<file path="src/rtl/esa_pkg.sv">
package esa_pkg;

    localparam logic [7:0] CMD_BYTE   = 8'hCA;
    localparam logic [7:0] TAG_IDX16  = 8'h01;
    localparam int         ALIGN_BITS = 6;

    // descriptor word numbers (byte offset / 4)
    localparam logic [3:0] W_CMD    = 4'd0;
    localparam logic [3:0] W_TAG    = 4'd3;
    localparam logic [3:0] W_BASE   = 4'd11;
    localparam logic [3:0] W_CNT    = 4'd12;
    localparam logic [3:0] W_SEQ    = 4'd13;
    localparam logic [3:0] W_BOUND  = 4'd14;
    localparam logic [3:0] W_STRHI  = 4'd15;

    typedef struct packed {
        logic        idx16;
        logic [31:0] base;
        logic [15:0] elem_cnt;
        logic [31:0] stride;
        logic [15:0] seq_len;
        logic [31:0] bound;
    } esa_cfg_t;

    typedef enum logic [2:0] {
        S_IDLE, S_IDX, S_CHK, S_RD, S_RWAIT, S_UPD, S_WR, S_DRAIN
    } esa_state_t;

    function automatic logic [31:0] narrow_index(input logic [31:0] raw, input logic use16);
        return use16 ? {16'h0, raw[15:0]} : raw;
    endfunction

endpackage

</file>
<file path="src/rtl/esa_cfg_regs.sv">
module esa_cfg_regs
    import esa_pkg::*;
(
    input  logic           clk,
    input  logic           rst,
    input  logic           desc_we,
    input  logic [3:0]     desc_widx,
    input  logic [31:0]    desc_wdata,
    output esa_cfg_t       cfg,
    output logic           cfg_bad
);
    logic [7:0]  cmd_q;
    logic [15:0] stride_lo_q;
    logic [15:0] stride_hi_q;
    esa_cfg_t    c_q;

    always_ff @(posedge clk) begin
        if (rst) begin
            cmd_q       <= '0;
            stride_lo_q <= '0;
            stride_hi_q <= '0;
            c_q         <= '0;
        end else if (desc_we) begin
            case (desc_widx)
                W_CMD:   cmd_q <= desc_wdata[7:0];
                W_TAG:   c_q.idx16 <= (desc_wdata[7:0] == TAG_IDX16);
                W_BASE:  c_q.base <= desc_wdata;
                W_CNT: begin
                    c_q.elem_cnt <= desc_wdata[15:0];
                    stride_lo_q  <= desc_wdata[31:16];
                end
                W_SEQ:   c_q.seq_len <= desc_wdata[15:0];
                W_BOUND: c_q.bound <= desc_wdata;
                W_STRHI: stride_hi_q <= desc_wdata[15:0];
                default: ;
            endcase
        end
    end

    always_comb begin
        cfg        = c_q;
        cfg.stride = {stride_hi_q, stride_lo_q};
    end

    assign cfg_bad = (cmd_q != CMD_BYTE) || (c_q.base[ALIGN_BITS-1:0] != '0);

endmodule

</file>
<file path="src/rtl/esa_row_addr.sv">
module esa_row_addr #(
    parameter int AW = 32,
    parameter int DW = 32
) (
    input  logic [AW-1:0] base,
    input  logic [31:0]   stride,
    input  logic [31:0]   bound,
    input  logic [31:0]   index,
    input  logic [15:0]   elem,
    output logic          out_of_range,
    output logic [AW-1:0] elem_addr
);
    localparam int STEP = DW / 8;

    logic [63:0] offset;

    assign offset       = {32'h0, index} * {32'h0, stride};
    assign out_of_range = offset >= {32'h0, bound};
    assign elem_addr    = base + offset[AW-1:0] + AW'(elem) * AW'(STEP);

endmodule

</file>
<file path="src/rtl/esa_seq_ctrl.sv">
module esa_seq_ctrl
    import esa_pkg::*;
#(
    parameter int DW = 32
) (
    input  logic          clk,
    input  logic          rst,
    input  logic          start,
    input  logic          cfg_bad,
    input  logic          idx16,
    input  logic [15:0]   elem_cnt,
    input  logic [15:0]   seq_len,
    input  logic          out_of_range,
    input  logic          idx_valid,
    output logic          idx_ready,
    input  logic [31:0]   idx_data,
    input  logic          upd_valid,
    output logic          upd_ready,
    input  logic [DW-1:0] upd_data,
    output logic          rd_req,
    input  logic          rd_gnt,
    input  logic          rd_rvalid,
    input  logic [DW-1:0] rd_rdata,
    output logic          wr_req,
    input  logic          wr_ack,
    output logic [DW-1:0] wr_data,
    output logic [31:0]   cur_index,
    output logic [15:0]   cur_elem,
    output logic          done,
    output logic          cfg_err,
    output logic          err_range
);
    esa_state_t  state;
    logic        fin_q;
    logic [15:0] rows_q;
    logic [DW-1:0] rdata_q;
    logic [DW-1:0] sum_q;
    logic        last_row;
    logic        last_elem;
    esa_state_t  row_next;

    assign last_row  = (17'(rows_q) + 17'd1) == 17'(seq_len);
    assign last_elem = (17'(cur_elem) + 17'd1) == 17'(elem_cnt);
    assign row_next  = last_row ? S_IDLE : S_IDX;

    always_ff @(posedge clk) begin
        if (rst) begin
            state     <= S_IDLE;
            fin_q     <= 1'b0;
            rows_q    <= '0;
            cur_index <= '0;
            cur_elem  <= '0;
            rdata_q   <= '0;
            sum_q     <= '0;
            cfg_err   <= 1'b0;
            err_range <= 1'b0;
        end else begin
            fin_q <= 1'b0;
            case (state)
                S_IDLE: if (start && !fin_q) begin
                    cfg_err   <= cfg_bad;
                    err_range <= 1'b0;
                    rows_q    <= '0;
                    if (cfg_bad || seq_len == '0) fin_q <= 1'b1;
                    else state <= S_IDX;
                end
                S_IDX: if (idx_valid) begin
                    cur_index <= narrow_index(idx_data, idx16);
                    cur_elem  <= '0;
                    state     <= S_CHK;
                end
                S_CHK: begin
                    if (out_of_range) err_range <= 1'b1;
                    if (elem_cnt == '0) begin
                        rows_q <= rows_q + 16'd1;
                        fin_q  <= last_row;
                        state  <= row_next;
                    end else begin
                        state <= out_of_range ? S_DRAIN : S_RD;
                    end
                end
                S_RD:    if (rd_gnt) state <= S_RWAIT;
                S_RWAIT: if (rd_rvalid) begin
                    rdata_q <= rd_rdata;
                    state   <= S_UPD;
                end
                S_UPD: if (upd_valid) begin
                    sum_q <= rdata_q + upd_data;
                    state <= S_WR;
                end
                S_WR, S_DRAIN: if ((state == S_WR) ? wr_ack : upd_valid) begin
                    cur_elem <= cur_elem + 16'd1;
                    if (last_elem) begin
                        rows_q <= rows_q + 16'd1;
                        fin_q  <= last_row;
                        state  <= row_next;
                    end else begin
                        state <= (state == S_WR) ? S_RD : S_DRAIN;
                    end
                end
                default: state <= S_IDLE;
            endcase
        end
    end

    assign idx_ready = (state == S_IDX);
    assign upd_ready = (state == S_UPD) || (state == S_DRAIN);
    assign rd_req    = (state == S_RD);
    assign wr_req    = (state == S_WR);
    assign wr_data   = sum_q;
    assign done      = fin_q;

endmodule

</file>
<file path="src/rtl/emb_scatter_acc.sv">
module emb_scatter_acc
    import esa_pkg::*;
#(
    parameter int AW = 32,
    parameter int DW = 32
) (
    input  logic          clk,
    input  logic          rst,
    input  logic          desc_we,
    input  logic [3:0]    desc_widx,
    input  logic [31:0]   desc_wdata,
    input  logic          start,
    input  logic          idx_valid,
    output logic          idx_ready,
    input  logic [31:0]   idx_data,
    input  logic          upd_valid,
    output logic          upd_ready,
    input  logic [DW-1:0] upd_data,
    output logic          rd_req,
    input  logic          rd_gnt,
    output logic [AW-1:0] rd_addr,
    input  logic          rd_rvalid,
    input  logic [DW-1:0] rd_rdata,
    output logic          wr_req,
    input  logic          wr_ack,
    output logic [AW-1:0] wr_addr,
    output logic [DW-1:0] wr_data,
    output logic          done,
    output logic          cfg_err,
    output logic          err_range
);
    esa_cfg_t    cfg;
    logic        cfg_bad;
    logic        oor;
    logic [31:0] cur_index;
    logic [15:0] cur_elem;
    logic [AW-1:0] elem_addr;

    esa_cfg_regs u_cfg (
        .clk(clk), .rst(rst), .desc_we(desc_we), .desc_widx(desc_widx),
        .desc_wdata(desc_wdata), .cfg(cfg), .cfg_bad(cfg_bad)
    );

    esa_row_addr #(.AW(AW), .DW(DW)) u_addr (
        .base(AW'(cfg.base)), .stride(cfg.stride), .bound(cfg.bound),
        .index(cur_index), .elem(cur_elem),
        .out_of_range(oor), .elem_addr(elem_addr)
    );

    esa_seq_ctrl #(.DW(DW)) u_ctrl (
        .clk(clk), .rst(rst), .start(start), .cfg_bad(cfg_bad),
        .idx16(cfg.idx16), .elem_cnt(cfg.elem_cnt), .seq_len(cfg.seq_len),
        .out_of_range(oor),
        .idx_valid(idx_valid), .idx_ready(idx_ready), .idx_data(idx_data),
        .upd_valid(upd_valid), .upd_ready(upd_ready), .upd_data(upd_data),
        .rd_req(rd_req), .rd_gnt(rd_gnt), .rd_rvalid(rd_rvalid), .rd_rdata(rd_rdata),
        .wr_req(wr_req), .wr_ack(wr_ack), .wr_data(wr_data),
        .cur_index(cur_index), .cur_elem(cur_elem),
        .done(done), .cfg_err(cfg_err), .err_range(err_range)
    );

    assign rd_addr = elem_addr;
    assign wr_addr = elem_addr;

endmodule

</file>
<file path="config.mk">
export PLATFORM = sky130hd
export DESIGN_NAME = emb_scatter_acc
export DESIGN_NICKNAME = d
export VERILOG_FILES = /design/src/rtl/esa_pkg.sv /design/src/rtl/esa_cfg_regs.sv /design/src/rtl/esa_row_addr.sv /design/src/rtl/esa_seq_ctrl.sv /design/src/rtl/emb_scatter_acc.sv
export SDC_FILE = /design/constraint.sdc
export NUM_CORES = 2
export LEC_CHECK = 0
export BUFFER_PORTS_ARGS = -buffer_cell sky130_fd_sc_hd__buf_2
export CAP_MARGIN = 20
export CORE_ASPECT_RATIO = 0.6
export CORE_MARGIN = 2
export CORE_UTILIZATION = 65
export DETAILED_ROUTE_END_ITERATION = 6
export PLACE_DENSITY_LB_ADDON = 0.25
export SLEW_MARGIN = 20
export SYNTH_ARGS = -nofsm -noshare
export SYNTH_HDL_FRONTEND = slang
export SYNTH_SLANG_ARGS = --single-unit
</file>
<file path="constraint.sdc">
create_clock -name clk -period 16.5 [get_ports clk]
set_input_delay 1.65 -clock clk [delete_from_list [all_inputs] [get_ports clk]]
set_output_delay 1.65 -clock clk [all_outputs]
set_load 0.02 [all_outputs]
</file>
# Word-level counts from Yosys, hierarchy flattened
# Cells that the tools add are included.
# totals
reg_bits,271
output_inout_bits,103
wordCells,114
# op_classes
addsub,7
multipliers,1
order_cmp,1
n_eq_ne,27
n_mux,32
n_reduce_logical,29
# ops
cell,count
16-bit 2-to-1 mux,6
32-bit adder,2
64-bit by 32-bit >= comparator with 1-bit output,1
32-bit by 32-bit multiplier with 64-bit output,1
16-bit case mux with 3 select lines,1
16-bit by 1-bit adder with 17-bit output (second input constant),2
17-bit by 16-bit == test with 1-bit output,2
3-bit 2-to-1 mux,11
16-bit by 1-bit adder with 16-bit output (second input constant),2
32-bit by 18-bit adder with 32-bit output,1
16-bit logical NOT,2
32-bit 2-to-1 mux,1
16-bit case mux with 2 select lines,1
2-bit AND reduction,11
3-bit case mux with 7 select lines,1
4-bit == test (second input constant),5
3-bit == test (second input constant),4
2-bit by 1-bit inequality test with 1-bit output (second input constant),6
1-bit 2-to-1 mux,9
8-bit by 1-bit == test with 1-bit output (second input constant),1
2-bit inequality test (second input constant),4
8-bit inequality test (second input constant),1
7-bit AND reduction,1
3-bit by 2-bit == test with 1-bit output (second input constant),2
other kinds (15),19

# Logic depth before layout (Yosys ltp)
# logic_depth
ltp_word,6
depth_mapped,39
depth_no_buf,38

# By module
# A second synthesis with hierarchy kept.
# unflattened
cells_unflattened,5773
hier_area_um2,50048.0
# by_module_without_submodules
module,instances,cells_per_inst,area_per_inst_um2
esa_row_addr,1,4208,36404.9
esa_seq_ctrl,1,1035,7881.3
esa_cfg_regs,1,498,5521.5
emb_scatter_acc,1,32,240.2

# Worst setup path before layout
# OpenSTA, ideal clock, no wires.
# synth_timing
path_kind,register to output
start,reg u_cfg.stride_lo_q[2]
end,out wr_addr[28]
arrival_time_ps,8912
slack_ps,5938
path_stages_with_launch,38
path_cell_list,dfxtp_1 > clkbuf_1 > nand2_1 > fa_1 > inv_1 > fa_1 > inv_1 > fa_1 > inv_1 > fa_1 > ha_1 > ha_1 > inv_1 > fa_1 > inv_1 > fa_1 > ha_1 > o21a_1 > [2 not listed] > xor2_1 > inv_1 > fa_1 > inv_1 > ha_1 > a21oi_1 > nor2_1 > nor2_1 > o21ai_0 > a211o_1 > a2111oi_0 > nor2_1 > o41ai_1 > o211ai_1 > a21o_1 > a21oi_1 > xnor2_1 > buf_4
# synth_via
elab_chain_len,3
# synth_lines
element,line_no,source
start: declaration,esa_cfg_regs.sv:13,logic [15:0] stride_lo_q;
start signal: assignment,esa_cfg_regs.sv:30,stride_lo_q <= desc_wdata[31:16];
32-bit by 32-bit multiplier with 64-bit output,esa_row_addr.sv:17,"assign offset = {32'h0, index} * {32'h0, stride};"
32-bit adder,esa_row_addr.sv:19,assign elem_addr = base + offset[AW-1:0] + AW'(elem) * AW'(STEP);
32-bit by 18-bit adder with 32-bit output,esa_row_addr.sv:19,
end: declaration,emb_scatter_acc.sv:26,"output logic [AW-1:0] wr_addr,"
# Every way passes these cells.

# Worst setup path in the final report
# layout_timing
start,reg u_ctrl.cur_index[5]
end,out rd_addr[28]
# layout_via
elab_chain_len,3
# layout_lines
element,line_no,source
start: declaration,esa_seq_ctrl.sv:27,"output logic [31:0] cur_index,"
start signal: assignment,esa_seq_ctrl.sv:68,"cur_index <= narrow_index(idx_data, idx16);"
32-bit by 32-bit multiplier with 64-bit output,esa_row_addr.sv:17,
32-bit adder,esa_row_addr.sv:19,
32-bit by 18-bit adder with 32-bit output,esa_row_addr.sv:19,
end: declaration,emb_scatter_acc.sv:21,"output logic [AW-1:0] rd_addr,"
# Every way passes these cells.

==> flow_summary_export.csv <==
group,metric,value,unit
status,status,"finished, final reports clean",
global_routing,grt.total_usage,0.397,
synthesis,syn-cell-area,0.0489,sq mm
layout,num-nets-final,7271,
critical_path,worst-path-max-fanout,18,
timing,fin_skew,0.00991,ns
timing,fin_crit_sh,0.772,
detailed_routing,wirelength,149000,um
critical_path,cpMaxStageDelayCell,"o41ai_1",
synthesis,yosysUniqueCellTypes,82,
timing,clock.fmax,0.0785,GHz
floorplanning,core,0.0740,sq mm
synthesis,yosysSeqAreaShare,0.111,
layout,final_area,0.0515,sq mm
power,p_leak,25.1,nW
synthesis,ys_async_sr_fraction,0,
clock_tree,cts.reportedPaths.clkPinSlew,0.08,ns
critical_path,timing.critical_path.from,"u_ctrl.cur_index[5]",
critical_path,rr_worst_depth,35,
power,clkPwrFrac,0.471,
synthesis,synth-edff-count,0,
synthesis,ys.flop_type,"dfxtp_1",
timing,slew_viol_final,0,
timing,hold_viol,0,
timing,slew-limit-headroom,0.270,
floorplanning,fp.dieW,358,um
min_path,hp-start,"u_ctrl.wr_data[17]",
floorplanning,rows,77,
critical_path,timing.rr.start,"u_ctrl.cur_index[15]",
synthesis,ys_ff_latch,271,
detailed_routing,via_per_inst,5.93,
synthesis,synth_nets,7266,
place,hpwl,118000,um
power,netSwitchingFraction,0.261,
critical_path,max_stage_delay,0.83,ns
detailed_routing,drtIter0Drc,4364,
power,p_switching,0.000380,W
clock_tree,htreeDepth,1,
detailed_routing,vias,40600,
timing,finalSetupViolCount,0,
floorplanning,die_h,216,um
power,ir_worst_vdd,57.5,uV
power,p_comb_frac,0.075,
detailed_routing,drt_pre_antenna_iters,7,
synthesis,ys_warn_count,0,
clock_tree,cts_buffers,25,
power,p_int,0.00108,W
timing,fin_ws,3.77,ns
global_routing,grt_max_degree,96,
clock_tree,cts_hold_buf,0,
clock_tree,clockRootBuffer,"clkbuf_16",
clock_tree,clk_path_buf_depth,3,
critical_path,cp-start-kind,"flip-flop",
min_path,hold_class,"reg -> reg",
global_routing,grt_pass1_wl,235000,um
detailed_routing,wl_per_cell,21.8,um
critical_path,cp-end-kind,"output port",
timing,min_period,12.73,ns
detailed_routing,drc,0,
floorplanning,ios,244,
power,power_density,28.3,mW/mm^2
global_routing,antenna_found_initial,9,
global_routing,grt_pass1_vias,41200,
critical_path,required,14.85,ns
layout,drive_gt1_frac,0.0684,
floorplanning,initial_core_util,0.661,
place,dp_slack,4.62,ns
clock_tree,cts_setup_buffers,0,
global_routing,grt_overflow_total,0,
layout,num-fill-cells,5969,
timing,rsz0062_at_grt,"no",
critical_path,arrival,11.08,ns
place,dpl-instance-area,0.0505,sq mm
place,port_buffers,243,
clock_tree,clock_latency,0.57,ns
min_path,worstHoldPathCells,2,
layout,area_delta_synth_final,5.29,%
synthesis,synthCells,5838,
place,gp_congestion,1.04,
timing,finalSetupTns,0,ns
clock_tree,cts_tree,"yes",
critical_path,critPathKind,"reg -> out",
timing,worst_pin_slew,1.09,ns
synthesis,syn_area_per_cell,8.37,sq um
job,max_cap_violations,0,
clock_tree,cts.sinks,271,
clock_tree,ctsResizeCount,0,
floorplanning,fp.dieArea,0.0775,sq mm
detailed_routing,drtAntennaViolNets,0,
power,p_seq_frac,0.454,
synth_stat cells (36+ instances only):
master / n / share of area
a21oi_1: 386 / 0.040
o21ai_0: 96 / 0.0098
fa_1: 914 / 0.37
nor2_1: 161 / 0.012
xor2_1: 51 / 0.0091
a21o_1: 47 / 0.0072
nand3_1: 51 / 0.0052
clkbuf_1: 294 / 0.023
nor3_1: 36 / 0.0037
inv_1: 1046 / 0.080
xnor2_1: 103 / 0.018
ha_1: 373 / 0.095
nand2_1: 1123 / 0.086
dfxtp_1: 271 / 0.11
and2_1: 448 / 0.057
power by group through the flow:
stage | Sequential, W | Clock, W | Combinational [W]
6_report | 0.000662 | 0.000687 | 0.000109
3_3_place_gp | 0.000677 | 0 | 0.000102
5_1_grt | 0.000663 | 0.000715 | 0.000114
4_1_cts | 0.000662 | 0.000689 | 0.000104
2_1_floorplan | 0.000676 | 0 | 0.0000536
3_5_place_dp | 0.000677 | 0 | 0.000103
sequential cells by signal, summed over array words and instances (netlist names):
name	count
u_cfg.stride_lo_q	16
u_ctrl.cur_elem	16
u_ctrl.rows_q	16
u_ctrl.rdata_q	32
u_ctrl.cfg_err	1
u_ctrl.err_range	1
u_cfg.cfg	97
u_ctrl.wr_data	32
u_ctrl.done	1
u_ctrl.cur_index	32
u_cfg.stride_hi_q	16
u_ctrl.state	3
u_cfg.cmd_q	8
critical path, delay by kind of cell, from the launching register on:
family                     cells  cell delay, ns
and+or+nand+nor                4            0.41
adders and majority gates     11            4.54
buffers and inverters          9            0.95
DFF                            1            0.70
AOI/OAI and AO/OA             11            3.49
xor gates and xnor gates       2            0.42
cell usage in the layout, fill, tap and decap left out, types with 51 or more instances in the layout:
| master | netlist | layout |
|---|---|---|
| nand2_1 | 1123 | 1123 |
| inv_1 | 1046 | 1046 |
| fa_1 | 914 | 914 |
| and2_1 | 448 | 448 |
| a21oi_1 | 386 | 386 |
| ha_1 | 373 | 373 |
| dfxtp_1 | 271 | 256 |
| buf_2 | 9 | 242 |
| nor2_1 | 161 | 160 |
| xnor2_1 | 103 | 103 |
| o21ai_0 | 96 | 96 |
| buf_4 | 32 | 72 |
| xor2_1 | 51 | 51 |
| nand3_1 | 51 | 51 |
cell type report:
cell class | count | area, sq um | area share
Antenna cell | 8 | 20.0 | 0.000389
Sequential cell | 271 | 5440 | 0.106
Inverter | 1046 | 3930 | 0.0763
Clock buffer | 28 | 657 | 0.0128
Timing Repair Buffer | 315 | 1770 | 0.0343
Multi-Input combinational cell | 4184 | 38100 | 0.741
Clock inverter | 17 | 268 | 0.00520
Tap cell | 987 | 1230 | 0.0240
per-stage QoR:
stage	util	total power [W]	instances	hold slack, ns
after floorplan	-	0.000730	5838	0.436
after global placement	0.683	0.000779	6803	0.436
after detailed placement	0.683	0.000781	6803	0.441
after CTS	0.695	0.00145	6848	0.449
after global routing	0.695	0.00149	6854	0.473
final	0.695	0.00146	6856	0.448
layer usage:
metal	routed length (um)	vias to the layer above	GRT usage
met5	287	-	0.0263
li1	-	17800	-
met2	59900	2615	0.542
met1	59700	19800	0.559
met3	24500	346	0.185
met4	5000	8	0.120
cells by family (layout without fill, tap and decap cells):
| group | Yosys count | count (layout) | share of synthesized area |
|---|---|---|---|
| other | 0 | 8 | 0 |
| buffers and inverters | 1383 | 1406 | 0.109 |
| AOI/OAI and AO/OA | 706 | 706 | 0.0858 |
| DFF | 271 | 271 | 0.111 |
| adders and majority gates | 1287 | 1287 | 0.470 |
| muxes | 16 | 16 | 0.00330 |
| and+or+nand+nor | 2020 | 2020 | 0.193 |
| xor gates and xnor gates | 155 | 155 | 0.0281 |
final timing paths:
path                             end  slack (ns)
hold / removal    u_ctrl.wr_data[17]        0.45
setup / recovery         rd_addr[28]        3.77
hold reg to reg   u_ctrl.wr_data[17]        0.45
setup reg to reg    u_ctrl.err_range        4.76
(Power assumes the default switching activity.)
